[src/rtl/dma_seq_pkg.sv]
package dma_seq_pkg;
  typedef enum logic [2:0] {
    ST_IDLE,
    ST_SLOT,
    ST_READ,
    ST_WRITE,
    ST_DONE
  } seqState_e;

  // strobes from control to datapath
  typedef struct packed {
    logic load;     // capture transfer inputs
    logic rdAct;    // a read access is on the bus
    logic wrAct;    // a write access is on the bus
    logic second;   // second half of a split access
    logic capture;  // last clock of a read access
    logic countEn;  // an access clock is being spent
  } seqCtl_t;
endpackage

[src/rtl/dma_seq_ctrl.sv]
module dma_seq_ctrl
  import dma_seq_pkg::*;
(
  input  logic       clk,
  input  logic       rstN,
  input  logic       startStrobe,
  input  logic       rdSplit,
  input  logic       wrSplit,
  input  logic [3:0] slowMap,
  output seqCtl_t    ctl,
  output logic       busy,
  output logic       done
);
  seqState_e state;
  logic      second;
  logic      waitCnt;
  logic      curSlow;
  logic      lastClk;
  logic      curSplit;

  always_comb begin
    curSlow  = slowMap[{state == ST_WRITE, second}];
    lastClk  = !curSlow || waitCnt;
    curSplit = (state == ST_WRITE) ? wrSplit : rdSplit;

    ctl.load    = (state == ST_IDLE) && startStrobe;
    ctl.rdAct   = (state == ST_READ);
    ctl.wrAct   = (state == ST_WRITE);
    ctl.second  = second;
    ctl.capture = (state == ST_READ) && lastClk;
    ctl.countEn = (state == ST_READ) || (state == ST_WRITE);
  end

  assign busy = (state != ST_IDLE);
  assign done = (state == ST_DONE);

  always_ff @(posedge clk) begin
    if (!rstN) begin
      state   <= ST_IDLE;
      second  <= 1'b0;
      waitCnt <= 1'b0;
    end else begin
      case (state)
        ST_IDLE: if (startStrobe) state <= ST_SLOT;
        ST_SLOT: begin
          state   <= ST_READ;
          second  <= 1'b0;
          waitCnt <= 1'b0;
        end
        ST_READ, ST_WRITE: begin
          if (lastClk) begin
            waitCnt <= 1'b0;
            if (curSplit && !second) begin
              second <= 1'b1;
            end else begin
              second <= 1'b0;
              state  <= (state == ST_READ) ? ST_WRITE : ST_DONE;
            end
          end else begin
            waitCnt <= 1'b1;
          end
        end
        ST_DONE: state <= ST_IDLE;
        default: state <= ST_IDLE;
      endcase
    end
  end
endmodule

[src/rtl/dma_seq_dp.sv]
module dma_seq_dp
  import dma_seq_pkg::*;
#(
  parameter int AW = 16,
  parameter int CW = 4
) (
  input  logic          clk,
  input  logic          rstN,
  input  seqCtl_t       ctl,
  input  logic [AW-1:0] srcAddr,
  input  logic [AW-1:0] dstAddr,
  input  logic          byteMode,
  input  logic [AW-1:0] sfrBound,
  input  logic          memWaitEn,
  input  logic [15:0]   busRdata,
  output logic [AW-1:0] busAddr,
  output logic [1:0]    busBe,
  output logic [15:0]   busWdata,
  output logic          busRd,
  output logic          busWr,
  output logic [CW-1:0] clkCount,
  output logic          rdSplit,
  output logic          wrSplit,
  output logic [3:0]    slowMap
);
  localparam int NSLOT = 4;  // rd first, rd second, wr first, wr second

  logic [AW-1:0]    srcQ, dstQ;
  logic             byteQ;
  logic [15:0]      latchQ;
  logic [CW-1:0]    cntQ;
  logic [NSLOT-1:0] slowQ, slowNext;

  // region decode for every possible access, resolved at load time
  for (genvar g = 0; g < NSLOT; g++) begin : gSlow
    logic [AW-1:0] probe;
    assign probe       = ((g >= 2) ? dstAddr : srcAddr) + AW'(g % 2);
    assign slowNext[g] = (probe < sfrBound) || memWaitEn;
  end

  logic [AW-1:0] baseAddr, curAddr;
  logic          active, wide;
  logic [7:0]    laneByte, outByte;

  always_comb begin
    baseAddr = ctl.wrAct ? dstQ : srcQ;
    curAddr  = baseAddr + AW'(ctl.second);
    active   = ctl.rdAct || ctl.wrAct;
    wide     = !byteQ && !baseAddr[0];
    laneByte = curAddr[0] ? busRdata[15:8] : busRdata[7:0];
    outByte  = ctl.second ? latchQ[15:8] : latchQ[7:0];

    busRd    = ctl.rdAct;
    busWr    = ctl.wrAct;
    busAddr  = active ? curAddr : '0;
    if (!active)         busBe = 2'b00;
    else if (wide)       busBe = 2'b11;
    else if (curAddr[0]) busBe = 2'b10;
    else                 busBe = 2'b01;
    if (!ctl.wrAct)      busWdata = '0;
    else if (wide)       busWdata = latchQ;
    else                 busWdata = {outByte, outByte};
  end

  assign rdSplit  = !byteQ && srcQ[0];
  assign wrSplit  = !byteQ && dstQ[0];
  assign slowMap  = slowQ;
  assign clkCount = cntQ;

  always_ff @(posedge clk) begin
    if (!rstN) begin
      srcQ   <= '0;
      dstQ   <= '0;
      byteQ  <= 1'b0;
      slowQ  <= '0;
      latchQ <= '0;
      cntQ   <= '0;
    end else begin
      if (ctl.load) begin
        srcQ   <= srcAddr;
        dstQ   <= dstAddr;
        byteQ  <= byteMode;
        slowQ  <= slowNext;
        latchQ <= '0;
        cntQ   <= '0;
      end else if (ctl.countEn) begin
        cntQ <= cntQ + CW'(1);
      end
      if (ctl.capture) begin
        if (wide)            latchQ        <= busRdata;
        else if (ctl.second) latchQ[15:8]  <= laneByte;
        else                 latchQ[7:0]   <= laneByte;
      end
    end
  end
endmodule

[src/rtl/dma_unit_seq.sv]
module dma_unit_seq
  import dma_seq_pkg::*;
#(
  parameter int AW = 16,
  parameter int CW = 4
) (
  input  logic          clk,
  input  logic          rstN,
  input  logic          startStrobe,
  input  logic          byteMode,
  input  logic [AW-1:0] srcAddr,
  input  logic [AW-1:0] dstAddr,
  input  logic [AW-1:0] sfrBound,
  input  logic          memWaitEn,
  output logic [AW-1:0] busAddr,
  output logic          busRd,
  output logic          busWr,
  output logic [1:0]    busBe,
  output logic [15:0]   busWdata,
  input  logic [15:0]   busRdata,
  output logic          busy,
  output logic          done,
  output logic [CW-1:0] clkCount
);
  seqCtl_t    ctl;
  logic       rdSplit, wrSplit;
  logic [3:0] slowMap;

  dma_seq_ctrl ctrlI (
    .clk(clk), .rstN(rstN), .startStrobe(startStrobe),
    .rdSplit(rdSplit), .wrSplit(wrSplit), .slowMap(slowMap),
    .ctl(ctl), .busy(busy), .done(done)
  );

  dma_seq_dp #(.AW(AW), .CW(CW)) dpI (
    .clk(clk), .rstN(rstN), .ctl(ctl),
    .srcAddr(srcAddr), .dstAddr(dstAddr), .byteMode(byteMode),
    .sfrBound(sfrBound), .memWaitEn(memWaitEn), .busRdata(busRdata),
    .busAddr(busAddr), .busBe(busBe), .busWdata(busWdata),
    .busRd(busRd), .busWr(busWr), .clkCount(clkCount),
    .rdSplit(rdSplit), .wrSplit(wrSplit), .slowMap(slowMap)
  );
endmodule

[config.mk]
export PLATFORM = sky130hd
export DESIGN_NAME = dma_unit_seq
export DESIGN_NICKNAME = d
export VERILOG_FILES = /design/src/rtl/dma_seq_pkg.sv /design/src/rtl/dma_seq_ctrl.sv /design/src/rtl/dma_seq_dp.sv /design/src/rtl/dma_unit_seq.sv
export SDC_FILE = /design/constraint.sdc
export NUM_CORES = 1
export LEC_CHECK = 0
export BUFFER_PORTS_ARGS = -buffer_cell sky130_fd_sc_hd__buf_2
export CORE_UTILIZATION = 61
export DETAILED_ROUTE_END_ITERATION = 16
export PLACE_DENSITY_LB_ADDON = 0.2
export REMOVE_ABC_BUFFERS = 1
export SLEW_MARGIN = 20
export SYNTH_ARGS = -nofsm -noshare
export SYNTH_HDL_FRONTEND = slang
export SYNTH_SLANG_ARGS = --single-unit
[constraint.sdc]
create_clock -name clk -period 7.4 [get_ports clk]
set_input_delay 2.22 -clock clk [delete_from_list [all_inputs] [get_ports clk]]
set_output_delay 2.22 -clock clk [all_outputs]
set_load 0.1 [all_outputs]
==> results_dict.tcl <==
set metrics [dict create \
    rr_worst_depth 6 \
    fin_skew_ns 0.0110 \
    final.setup.tns_ns 0 \
    grt_max_degree 55 \
    initial_utilization_pct 64.5 \
    clkTransAtPathRegs_ns 0.07 \
    wl_per_cell_um 16.3 \
    crit_type "reg2out" \
    clock_sinks 62 \
    rr_startpoint "ctrlI.state[0]" \
    critPathLaunch "ctrlI.state[0]" \
    drc_errors 0 \
    cts_tree "built" \
    cts-root-buf "clkbuf_8" \
    tightest_slew_ns 1.03 \
    fmax_ghz 0.155 \
    path_max_fanout 35 \
    cts_hold_buf 0 \
    vias 5670 \
    min_period_over_period_pct 87.2 \
    area_growth_syn_to_layout_pct 12.8 \
    synth_seq_cells 62 \
    rows 33 \
    multi_input_area_um2 3910 \
    reg2reg_slack_ns 4.30 \
    ys_types 65 \
    cpPeakStageDelay_ns 0.87 \
    fin_crit_ns 6.45 \
    p_leak_nw 2.65 \
    cp_data_required_time_ns 5.18 \
    dr.first_iter.drc_count 339 \
    critPathMostFrequentCell "nand2_1" \
    antenna_found_initial 0 \
    final-seq-area_um2 1240 \
    die_y_um 96.1 \
    hpwl_mm 11.4 \
    peakVddDrop_mv 0.115 \
    place.gp.congestion 1.03 \
    clock_path_buffers 2 \
    finalHoldViolations 0 \
    cts_buffers 9 \
    drive_gt1_share_pct 17.6 \
    synth-edff-count 0 \
    n_fill_cell 691 \
    io_pins 111 \
    grt_pass1_wl_mm 23.8 \
    critPathLaunchType "flip-flop" \
    holdWs_ns 0.469 \
    die_area_um2 9240 \
    maxSlewViolCount 0 \
    p_per_area_nw_per_um2 195 \
    die_w_um 96.1 \
    path_cells "nand3b_4 > clkinv_1 > nand2_1 > nand2_1 > ha_1 > inv_1 > or4_1 > a22oi_1 > xor2_1 > nor2_1 > buf_2" \
    synthesis.area_um2 5410 \
    overflow 0 \
    htree_levels 3 \
    port_buffers 110 \
    antennaDiodeCount 0 \
    track_usage_pct 32.7 \
    async_flop_share_pct 0 \
    max_cap_viol_count 0 \
    status "complete, no violations" \
    yosysWarningCount 0 \
    layout_commonest_cell "nand2_1" \
    min_path_type "reg2reg" \
    core_area_um2 8380 \
    netlist_instances 707 \
    rsz0062_at_grt "false" \
    wirelength_mm 14.8 \
    grt_pass1_vias 5295 \
    relSlewSlack_pct 31.1 \
    cts_resized 0 \
    layout_common_cells "nand2_1 (127), buf_2 (110), a21oi_1 (70)" \
    crit_slowest_cell "dfxtp_1" \
    cp-end-kind "output port" \
    cts_setup_buffers 0 \
    ys_seq_area_share_pct 23.0 \
    nets 930 \
    insertion_delay_ns 0.35 \
    endpoint "busAddr[10]" \
    first_pass_iters 7 \
    rr_endpoint "dpI.latchQ[10]" \
    ant_nets 0 \
    arrival_ns 4.23 \
    vias_per_cell 6.27 \
    synth_area_per_cell_um2 7.65 \
    synth_ff_type "dfxtp_1" \
    setup_viol 0 \
]
==> state kept, by name, indices dropped and copies added (netlist names) <==
signal	cells
dpI.byteQ	1
ctrlI.second	1
dpI.dstQ	16
dpI.clkCount	4
dpI.srcQ	16
dpI.latchQ	16
ctrlI.state	3
dpI.slowMap	4
ctrlI.waitCnt	1
==> worst min path at each step <==
stage	start	to	cells after the start
6_report	dpI.srcQ[15]	dpI.srcQ[15]	2
5_1_grt	dpI.srcQ[15]	dpI.srcQ[15]	2
4_1_cts	dpI.srcQ[15]	dpI.srcQ[15]	2
3_5_place_dp	dpI.srcQ[15]	dpI.srcQ[15]	2
3_3_place_gp	dpI.dstQ[15]	dpI.dstQ[15]	2
2_1_floorplan	dpI.srcQ[15]	dpI.srcQ[15]	2
==> Yosys cell counts, drive strengths merged, types with 2 or more instances <==
cell type | n | area share [%]
clkbuf | 22 | 1.5
o21a | 2 | 0.28
a2111oi | 5 | 0.93
mux2 | 2 | 0.42
a21o | 6 | 0.83
buf | 12 | 1.5
nor4b | 3 | 0.49
and3 | 8 | 0.93
nand3b | 2 | 0.51
nand4 | 20 | 2.3
or2 | 4 | 0.46
or4 | 3 | 0.49
a22oi | 2 | 0.28
and2 | 6 | 0.74
xor2 | 19 | 3.1
ha | 65 | 15
o2111ai | 15 | 2.4
a21oi | 70 | 6.5
xnor2 | 25 | 4.0
nand4b | 2 | 0.32
nand2 | 129 | 9.0
nand2b | 6 | 0.69
dfxtp | 62 | 23
nand3 | 23 | 2.1
nor3b | 2 | 0.28
nor4 | 3 | 0.35
o211ai | 7 | 0.97
mux2i | 30 | 5.6
clkinv | 2 | 0.14
a211o | 4 | 0.65
inv | 24 | 1.7
nor3 | 14 | 1.3
o221ai | 2 | 0.32
and4 | 2 | 0.32
nor2 | 44 | 3.2
o21ai | 30 | 2.8
a21boi | 2 | 0.28
a211oi | 9 | 1.2
o22ai | 2 | 0.23
a31oi | 3 | 0.35
or3 | 2 | 0.23
==> final cells by class <==
class | instances | share of cell area [%]
clock inverters | 5 | 0.451
repair buffers | 112 | 9.27
clock buffers | 10 | 2.09
well taps | 105 | 2.15
flip-flops and latches | 62 | 20.3
inverters | 26 | 1.60
multi-input cells | 585 | 64.1
==> stage by stage <==
| step | power (W) | setup WS (ns) | instances | util, % | instance area [um^2] |
|---|---|---|---|---|---|
| detailed placement | 0.000936 | 1.42 | 890 | 70.9 | 5940 |
| global placement | 0.000918 | 1.55 | 890 | 70.9 | 5940 |
| global route | 0.00125 | 0.750 | 905 | 72.8 | 6100 |
| CTS | 0.00118 | 1.04 | 905 | 72.7 | 6100 |
| finish | 0.00119 | 0.945 | 905 | 72.8 | 6100 |
| floorplan | 0.000797 | 0.334 | 673 | - | 5240 |
==> critical path, delay by kind of cell, from the launching register on <==
kind / cells / cell delay [ns]
DFF: 1 / 0.87
AOI/OAI and AO/OA: 1 / 0.23
buffers and inverters: 3 / 1.04
adders and majority gates: 1 / 0.34
xor gates and xnor gates: 1 / 0.09
and+or+nand+nor: 5 / 1.29
==> where the power goes <==
group	switching (W)	internal, W
registers	0.0000595	0.000378
clock network	0.000133	0.000117
logic	0.000353	0.000148
total	0.000545	0.000643
==> cell families (layout without fill, tap and decap cells) <==
group	count (synthesis)	after routing	synth area share, %
XOR/XNOR	44	44	7.13
AND/OR/NAND/NOR	276	276	24.3
AO/OA/AOI/OAI	167	167	19.4
multiplexers	33	33	6.39
buffers and inverters	60	153	4.81
flip-flops	62	62	23.0
adder cells (fa/ha/maj)	65	65	15.0
==> per-layer routing <==
layer  vias to the layer above  track usage (%)  wire length (um)
met3                        40             4.74               906
met4                         0             13.4               426
met5                         -                0                 0
li1                       2735                -                 -
met1                      2648             39.2              6230
met2                       247             58.0              7190
Note: power is estimated with default switching activity, not from simulation.
